$ cat src/rtl/enc_pkg.sv
package enc_pkg;
    typedef enum logic [1:0] {
        ENC_IDLE   = 2'd0,
        ENC_LAUNCH = 2'd1,
        ENC_WAIT   = 2'd2,
        ENC_RUN    = 2'd3
    } enc_state_e;

    localparam int          RND_W    = 16;
    localparam logic [15:0] RND_TAPS = 16'hB400;
endpackage

$ cat src/rtl/enc_divider.sv
module enc_divider #(
    parameter int DIVD_W = 22,
    parameter int DVS_W  = 11
) (
    input  logic              clk_i,
    input  logic              rst_ni,
    input  logic              go_i,
    input  logic [DIVD_W-1:0] dividend_i,
    input  logic [DVS_W-1:0]  divisor_i,
    output logic [DIVD_W-1:0] quot_o,
    output logic              done_o
);
    localparam int STEP_W = $clog2(DIVD_W + 1);

    typedef struct packed {
        logic [DVS_W-1:0]  rem;
        logic [DIVD_W-1:0] quo;
        logic [STEP_W-1:0] steps;
        logic              done;
    } div_regs_t;

    div_regs_t r_d, r_q;
    logic [DVS_W:0] trial;
    logic [DVS_W:0] diff;

    always_comb begin
        r_d      = r_q;
        r_d.done = 1'b0;
        trial    = {r_q.rem, r_q.quo[DIVD_W-1]};
        diff     = trial - {1'b0, divisor_i};
        if (go_i) begin
            r_d.rem   = '0;
            r_d.quo   = dividend_i;
            r_d.steps = STEP_W'(DIVD_W);
        end else if (r_q.steps != '0) begin
            if (trial >= {1'b0, divisor_i}) begin
                r_d.rem = diff[DVS_W-1:0];
                r_d.quo = {r_q.quo[DIVD_W-2:0], 1'b1};
            end else begin
                r_d.rem = trial[DVS_W-1:0];
                r_d.quo = {r_q.quo[DIVD_W-2:0], 1'b0};
            end
            r_d.steps = r_q.steps - 1'b1;
            r_d.done  = (r_q.steps == STEP_W'(1));
        end
    end

    always_ff @(posedge clk_i or negedge rst_ni) begin
        if (!rst_ni) r_q <= '0;
        else         r_q <= r_d;
    end

    assign quot_o = r_q.quo;
    assign done_o = r_q.done;
endmodule

$ cat src/rtl/enc_lfsr.sv
module enc_lfsr #(
    parameter logic [enc_pkg::RND_W-1:0] SEED = 16'h1D87
) (
    input  logic                      clk_i,
    input  logic                      rst_ni,
    input  logic                      adv_i,
    output logic [enc_pkg::RND_W-1:0] rnd_o
);
    import enc_pkg::*;

    logic [RND_W-1:0] lfsr_d, lfsr_q;

    always_comb begin
        lfsr_d = lfsr_q;
        if (adv_i) begin
            lfsr_d = (lfsr_q >> 1) ^ (lfsr_q[0] ? RND_TAPS : '0);
        end
    end

    always_ff @(posedge clk_i or negedge rst_ni) begin
        if (!rst_ni) lfsr_q <= SEED;
        else         lfsr_q <= lfsr_d;
    end

    assign rnd_o = lfsr_q;
endmodule

$ cat src/rtl/enc_fire_gate.sv
module enc_fire_gate #(
    parameter int SLOT_W = 8,
    parameter int RND_W  = 16
) (
    input  logic [RND_W-1:0]  rnd_i,
    input  logic [SLOT_W-1:0] left_i,
    input  logic [SLOT_W-1:0] remain_i,
    output logic              fire_o
);
    logic [RND_W+SLOT_W-1:0] prod;
    logic [SLOT_W-1:0]       scaled;

    always_comb begin
        prod   = (RND_W+SLOT_W)'(rnd_i) * (RND_W+SLOT_W)'(left_i);
        scaled = prod[RND_W+SLOT_W-1:RND_W];
        fire_o = (scaled < remain_i);
    end
endmodule

$ cat src/rtl/spike_rate_encoder.sv
module spike_rate_encoder #(
    parameter int NUM_CH = 4,
    parameter int VAL_W  = 8,
    parameter int CNT_W  = 12,
    parameter int SLOT_W = 8
) (
    input  logic                    clk_i,
    input  logic                    rst_ni,
    input  logic                    start_i,
    input  logic [NUM_CH*VAL_W-1:0] intensity_i,
    input  logic [CNT_W-1:0]        total_spikes_i,
    input  logic [SLOT_W-1:0]       slot_count_i,
    output logic [NUM_CH-1:0]       spike_o,
    output logic                    slot_valid_o,
    output logic                    frame_done_o,
    output logic                    busy_o
);
    import enc_pkg::*;

    localparam int IDX_W  = (NUM_CH > 1) ? $clog2(NUM_CH) : 1;
    localparam int SUM_W  = VAL_W + IDX_W;
    localparam int DIVD_W = CNT_W + VAL_W + 2;
    localparam int DVS_W  = SUM_W + 1;

    typedef struct packed {
        enc_state_e               st;
        logic [NUM_CH*VAL_W-1:0]  vals;
        logic [CNT_W-1:0]         ns;
        logic [SLOT_W-1:0]        nt;
        logic [IDX_W-1:0]         idx;
        logic [SLOT_W-1:0]        slot;
        logic [NUM_CH*SLOT_W-1:0] remain;
        logic [NUM_CH-1:0]        spk;
        logic                     sv;
        logic                     done;
    } enc_regs_t;

    enc_regs_t r_d, r_q;

    logic [SUM_W-1:0]  sum;
    logic [VAL_W-1:0]  cur_val;
    logic [DIVD_W-1:0] dividend;
    logic [DIVD_W-1:0] quot;
    logic              div_go;
    logic              div_done;
    logic [SLOT_W-1:0] left;
    logic [SLOT_W-1:0] count_sel;
    logic [NUM_CH-1:0] fire;
    logic              run;
    logic [SLOT_W-1:0] nt_latched;

    always_comb begin
        sum = '0;
        for (int c = 0; c < NUM_CH; c++) begin
            sum = sum + SUM_W'(r_q.vals[c*VAL_W +: VAL_W]);
        end
        cur_val  = r_q.vals[r_q.idx*VAL_W +: VAL_W];
        dividend = ((DIVD_W'(r_q.ns) * DIVD_W'(cur_val)) << 1) + DIVD_W'(sum);
    end

    enc_divider #(
        .DIVD_W(DIVD_W),
        .DVS_W (DVS_W)
    ) i_divider (
        .clk_i     (clk_i),
        .rst_ni    (rst_ni),
        .go_i      (div_go),
        .dividend_i(dividend),
        .divisor_i ({sum, 1'b0}),
        .quot_o    (quot),
        .done_o    (div_done)
    );

    assign run  = (r_q.st == ENC_RUN);
    assign left = r_q.nt - r_q.slot;

    for (genvar c = 0; c < NUM_CH; c++) begin : g_ch
        localparam logic [RND_W-1:0] SEED_C =
            (16'h1D87 ^ RND_W'(c * 16'h2F13)) | 16'h0001;
        logic [RND_W-1:0] rnd;

        enc_lfsr #(.SEED(SEED_C)) i_lfsr (
            .clk_i (clk_i),
            .rst_ni(rst_ni),
            .adv_i (run),
            .rnd_o (rnd)
        );

        enc_fire_gate #(
            .SLOT_W(SLOT_W),
            .RND_W (RND_W)
        ) i_fire (
            .rnd_i   (rnd),
            .left_i  (left),
            .remain_i(r_q.remain[c*SLOT_W +: SLOT_W]),
            .fire_o  (fire[c])
        );
    end

    always_comb begin
        if (sum == '0)                   count_sel = '0;
        else if (quot > DIVD_W'(r_q.nt)) count_sel = r_q.nt;
        else                             count_sel = quot[SLOT_W-1:0];
    end

    always_comb begin
        r_d      = r_q;
        r_d.spk  = '0;
        r_d.sv   = 1'b0;
        r_d.done = 1'b0;
        div_go   = 1'b0;
        unique case (r_q.st)
            ENC_IDLE: begin
                if (start_i) begin
                    r_d.vals = intensity_i;
                    r_d.ns   = total_spikes_i;
                    r_d.nt   = slot_count_i;
                    r_d.idx  = '0;
                    r_d.st   = ENC_LAUNCH;
                end
            end
            ENC_LAUNCH: begin
                div_go = 1'b1;
                r_d.st = ENC_WAIT;
            end
            ENC_WAIT: begin
                if (div_done) begin
                    r_d.remain[r_q.idx*SLOT_W +: SLOT_W] = count_sel;
                    if (r_q.idx == IDX_W'(NUM_CH - 1)) begin
                        r_d.slot = '0;
                        r_d.st   = ENC_RUN;
                    end else begin
                        r_d.idx = r_q.idx + 1'b1;
                        r_d.st  = ENC_LAUNCH;
                    end
                end
            end
            ENC_RUN: begin
                r_d.sv  = 1'b1;
                r_d.spk = fire;
                for (int c = 0; c < NUM_CH; c++) begin
                    if (fire[c]) begin
                        r_d.remain[c*SLOT_W +: SLOT_W] =
                            r_q.remain[c*SLOT_W +: SLOT_W] - 1'b1;
                    end
                end
                r_d.slot = r_q.slot + 1'b1;
                if (r_q.slot == r_q.nt - 1'b1) begin
                    r_d.done = 1'b1;
                    r_d.st   = ENC_IDLE;
                end
            end
            default: r_d.st = ENC_IDLE;
        endcase
    end

    always_ff @(posedge clk_i or negedge rst_ni) begin
        if (!rst_ni) begin
            r_q    <= '0;
            r_q.st <= ENC_IDLE;
        end else begin
            r_q <= r_d;
        end
    end

    assign nt_latched   = r_q.nt;
    assign spike_o      = r_q.spk;
    assign slot_valid_o = r_q.sv;
    assign frame_done_o = r_q.done;
    assign busy_o       = (r_q.st != ENC_IDLE);
endmodule

$ cat config.mk
export PLATFORM = sky130hd
export DESIGN_NAME = spike_rate_encoder
export DESIGN_NICKNAME = d
export VERILOG_FILES = /design/src/rtl/enc_pkg.sv /design/src/rtl/enc_divider.sv /design/src/rtl/enc_lfsr.sv /design/src/rtl/enc_fire_gate.sv /design/src/rtl/spike_rate_encoder.sv
export SDC_FILE = /design/constraint.sdc
export NUM_CORES = 2
export LEC_CHECK = 0
export CORE_ASPECT_RATIO = 1.1
export CORE_MARGIN = 5
export CORE_UTILIZATION = 29
export DETAILED_ROUTE_END_ITERATION = 16
export SLEW_MARGIN = 0
export SYNTH_ARGS = -nofsm -noshare
export SYNTH_HDL_FRONTEND = slang
export SYNTH_HIERARCHICAL = 1
export SYNTH_SLANG_ARGS = --single-unit
$ cat constraint.sdc
create_clock -name clk_i -period 10.4 [get_ports clk_i]
set_clock_uncertainty 0.2 [all_clocks]
set_input_delay 2.08 -clock clk_i [delete_from_list [all_inputs] [get_ports clk_i]]
set_output_delay 2.08 -clock clk_i [all_outputs]
set_load 0.02 [all_outputs]
; ---- Yosys cells after proc, flatten, opt, wreduce, memory -nomap -nowiden
; Cells that the tools add are included.
[op_classes]
shifts = 3
eq_ne = 15
add_sub_neg = 15
bitwise_logic = 4
n_mux = 28
multipliers = 5
n_reduce_logical = 15
order_cmp = 6
[op_table]
columns = operator, count
row1 = multiplier 16 x 8 -> 24 bit, 4
row2 = one-hot mux 40 bit (2 select lines), 1
row3 = 2-to-1 mux 16 bit, 4
row4 = XOR 15 x 16 -> 16 bit, 4
row5 = 2-to-1 mux 56 bit, 1
row6 = 2-to-1 mux 8 bit, 7
row7 = 2-to-1 mux 42 bit, 1
row8 = "subtractor 8 x 1 -> 8 bit, second input constant", 5
row9 = 2-to-1 mux 39 bit, 1
row10 = 2-to-1 mux 38 bit, 1
row11 = negation 5 -> 34 bit, 1
row12 = "variable shift 8 x 34 -> 32 bit, first input constant", 1
row13 = variable part select 8 x 34 -> 32 bit, 1
row14 = 2-to-1 mux 33 bit, 1
row15 = bitwise mux 32 bit, 1
row16 = < comparator 8 bit, 4
row17 = variable part select 32 x 6 -> 8 bit, 1
row18 = adder 21 x 10 -> 22 bit, 1
row19 = > comparator 22 x 8 -> 1 bit, 1
row20 = multiplier 12 x 8 -> 20 bit, 1
row21 = AND reduction 3 bit, 6
row22 = greater-or-equal comparator 12 x 11 -> 1 bit, 1
row23 = subtractor 11 bit, 1
row24 = adder 10 x 8 -> 10 bit, 1
row25 = other kinds (23), 40
[word_totals]
word_cells = 112
ff_bits = 205

; ---- Longest topological paths before layout
[logic_depth]
ltp_word = 9
depth_mapped = 41

; ---- By module
; Netlist, hierarchy kept.
[by_module_without_submodules]
columns = mod, cells_each, area_per_inst_um2, n_inst
row1 = spike_rate_encoder, 1050, 9933.3, 1
row2 = enc_fire_gate (g_ch[0].i_fire ...), 477, 4149.0, 2
row3 = enc_fire_gate (g_ch[3].i_fire), 472, 4042.6, 1
row4 = enc_fire_gate (g_ch[2].i_fire), 446, 3897.5, 1
row5 = enc_divider, 290, 2628.8, 1
row6 = enc_lfsr (g_ch[3].i_lfsr), 40, 656.9, 1
row7 = enc_lfsr (g_ch[0].i_lfsr), 40, 655.6, 1
row8 = enc_lfsr (g_ch[1].i_lfsr), 40, 654.4, 1
row9 = enc_lfsr (g_ch[2].i_lfsr), 40, 653.1, 1

; ---- Least setup slack after synthesis
; No wires, ideal clock.
[synth_timing]
kind = reg2reg
startpoint = register r_q[39] (netlist name)
endpoint = register r_q[33] (netlist name)
t_arrival_ps = 8524
path_buffers = 1
synth_period_minus_slack_ps = 8814
required_ps = 10110
setup_slack_ps = 1586
stages_incl_launch_ff = 40
cell_sequence = dfrtp_1 inv_1 ha_1 nor2b_1 o21ai_0 a21boi_0 o21ai_0 nand2b_1 a21o_1 a21oi_1 xnor2_1 clkbuf_1 nand2_1 fa_1 fa_1 inv_1 fa_1 inv_1 [... 4 more ...] a2bb2oi_1 o21ai_1 o311a_4 or4b_1 o311ai_1 ha_1 a21oi_1 nor2_1 a211oi_1 nand4b_1 a21oi_1 or3_1 nand2_1 o21ai_0 nand2_1 nor3_1 nand3_4 o221ai_1

==> flow_metrics.env <==
export IMPL_cts_buffers_inserted=26
export IMPL_hold_depth=2
export IMPL_fin_crit_ns=9.78
export IMPL_synth_seq_area_share=0.164
export IMPL_synth_seq_cells=205
export IMPL_hold_viol=0
export IMPL_grt_pass1_vias=23910
export IMPL_antenna_found_initial=1
export IMPL_hold_path_endpoint="r_q[37]$_DFFE_PN0P_"
export IMPL_holdBufCountCts=0
export IMPL_cts_sinks=205
export IMPL_drt_pass1_iter_count=5
export IMPL_grt_use_total=0.127
export IMPL_ys_types=105
export IMPL_setup_tns_ns=0
export IMPL_crit_arrival_ns=10.04
export IMPL_grt_max_degree=80
export IMPL_io_pins=62
export IMPL_drtAntennaViolNets=0
export IMPL_min_from="r_q[37]$_DFFE_PN0P_"
export IMPL_worstReg2RegStart="r_q[39]$_DFFE_PN0P_"
export IMPL_r2r_end="r_q[36]$_DFFE_PN0P_"
export IMPL_final_cell_mix="inv_1, and2_1, fa_1, ha_1, nand2_1"
export IMPL_fill_cells=11176
export IMPL_max_slew_margin=0.255
export IMPL_start_util=0.292
export IMPL_die_w_um=324
export IMPL_cts_setup_buffers=0
export IMPL_layout_commonest_cell="inv_1"
export IMPL_vias=22785
export IMPL_hold_class="flip-flop to flip-flop"
export IMPL_drv_slew=0
export IMPL_synth_flop_cell="dfrtp_1"
export IMPL_syn_nets=4127
export IMPL_critical_path_endpoint_type="flip-flop"
export IMPL_cp_data_required_time_ns=10.66
export IMPL_async_flop_share=1.00
export IMPL_die_area_um2=115000
export IMPL_syn_area_per_cell_um2=9.32
export IMPL_grt_first_pass_wirelength_um=123000
export IMPL_reg2reg_slack_ns=0.62
export IMPL_cts_tree="built"
export IMPL_regArea_um2=5170
export IMPL_fin_util=0.320
export IMPL_final_period_utilization=0.940
export IMPL_hpwl_um=55400
export IMPL_port_buffers=61
export IMPL_gp_congestion=0.814
export IMPL_cap_violations=0
export IMPL_post_cts_resized=0
export IMPL_core_um2=108000
export IMPL_overflow=0
export IMPL_nNetsFinal=4122
export IMPL_row_count=126
export IMPL_drive_above_1_share=0.0803
export IMPL_drt_initial_drc_count=1028
export IMPL_synth_warnings=6
export IMPL_h_tree_depth=1
export IMPL_path_clk_slew_ns=0.06
export IMPL_syn_inst=3372
export IMPL_setup_viol=0
export IMPL_synth_edf_count=0
export IMPL_power_leakage_nw=17.0
export IMPL_clkLatencyLatePin_ns=0.57
export IMPL_peakVddDrop_mv=0.103
export IMPL_wl_per_cell_um=15.1
export IMPL_drc_errors=0
export IMPL_syn_area_um2=31400
export IMPL_crit_type="flip-flop to flip-flop"
export IMPL_drt_wl_total_um=72300
export IMPL_rsz0062_at_grt="false"
export IMPL_vias_per_cell=4.75
export IMPL_outcome="finished, final reports clean"
export IMPL_n_antenna_cell=0
export IMPL_powerDensity_nw_per_um2=75.1
export IMPL_cp_slowest_stage_delay_ns=0.56
export IMPL_cts_max_path_buffers=3
export IMPL_tightest_slew_ns=1.11
export IMPL_r2r_cells=39
export IMPL_multi_input_area_um2=23500
export IMPL_fmax_mhz=102
export IMPL_die_h_um=355
export IMPL_slowest_stage="fa_1"
export IMPL_critPathLaunchType="flip-flop"
export IMPL_clockRootBuffer="clkbuf_16"
export IMPL_area_growth_synth_to_final_pct=9.56
export IMPL_cp_max_fo=40
## critical path: cells and delay by family, from the launching register on
kind                       cells  cell delay [ns]
adders and majority gates      7             3.06
DFF                            1             0.44
buffers and inverters          5             0.55
xor gates and xnor gates       1             0.28
and+or+nand+nor               11             2.02
AOI/OAI and AO/OA             15             3.16
## final cells by class
type,instances,share of cell area
inverters,588,0.0642
clock buffers,34,0.0216
well taps,1408,0.0512
flip-flops and latches,205,0.150
clock inverters,13,0.00672
repair buffers,80,0.0238
multi-input cells,2466,0.682
## worst max-delay path by stage
stage,from,end,slack (ns)
floorplan,r_q[39]$_DFFE_PN0P_,r_q[33]$_DFFE_PN0P_,1.59
global placement,r_q[39]$_DFFE_PN0P_,r_q[35]$_DFFE_PN0P_,0.55
detailed placement,r_q[39]$_DFFE_PN0P_,r_q[36]$_DFFE_PN0P_,0.40
CTS,r_q[39]$_DFFE_PN0P_,r_q[36]$_DFFE_PN0P_,0.37
global route,r_q[39]$_DFFE_PN0P_,r_q[36]$_DFFE_PN0P_,0.04
finish,r_q[39]$_DFFE_PN0P_,r_q[36]$_DFFE_PN0P_,0.62
## stage by stage
step / hold WS (ns) / setup slack, ns / std cells / power, mW / instance area, um2
final: 0.337 / 0.625 / 4794 / 2.59 / 34400
after global routing: 0.358 / 0.0425 / 4794 / 2.74 / 34400
after CTS: 0.338 / 0.374 / 4794 / 2.62 / 34400
after detailed placement: 0.326 / 0.405 / 4747 / 1.57 / 33400
after global placement: 0.319 / 0.548 / 4747 / 1.56 / 33400
after floorplan: 0.286 / 1.59 / 3372 / 1.39 / 31400
## layer usage
layer  vias up  global-route usage  wire (um)
met2       374               0.218      34600
li1      10890                   -          -
met4         0              0.0245       1450
met1     11438               0.174      33600
met5         -                   0          0
met3        83              0.0158       2640
## report_power, final
| group | switching, mW | total [mW] | internal, mW | leakage (nW) |
|---|---|---|---|---|
| Sequential | 0.0541 | 0.897 | 0.843 | 2.58 |
| Clock | 0.384 | 1.04 | 0.651 | 0.471 |
| Combinational | 0.388 | 0.654 | 0.265 | 13.9 |
| Total | 0.827 | 2.59 | 1.76 | 17.0 |
## cells in the mapped netlist (24+ instances only)
cell type,n,area share
clkbuf_1,66,0.0079
o21ai_1,28,0.0045
nor2_1,106,0.013
dfrtp_1,175,0.14
buf_4,26,0.0062
nor2b_1,24,0.0048
nand4_1,25,0.0050
nand2_1,265,0.032
and2_1,461,0.092
dfstp_2,30,0.025
o211ai_1,32,0.0076
a21o_1,25,0.0060
ha_1,289,0.12
mux2_2,82,0.029
a21oi_1,114,0.018
fa_1,411,0.26
nor3_1,38,0.0061
mux2i_1,39,0.012
xnor2_1,67,0.019
o21ai_0,105,0.017
inv_1,588,0.070
nand3_1,35,0.0056
## registers in the layout (all words and copies together) (netlist names)
signal	flops
r_q	88
frame_done_o	1
spike_o	4
i_divider/quot_o	22
i_divider/done_o	1
nt_latched	8
g_ch.i_lfsr/rnd_o	64
i_divider/r_q	16
slot_valid_o	1
## logic make-up (layout without fill, tap and decap cells)
group,Yosys count,in the layout,synth area share
AOI/OAI and AO/OA,461,461,0.102
xor gates and xnor gates,89,89,0.0248
adders and majority gates,700,700,0.377
buffers and inverters,701,715,0.0907
DFF,205,205,0.164
muxes,145,145,0.0552
other,1,1,0.000119
and+or+nand+nor,1070,1070,0.186
(Power assumes the default switching activity.)
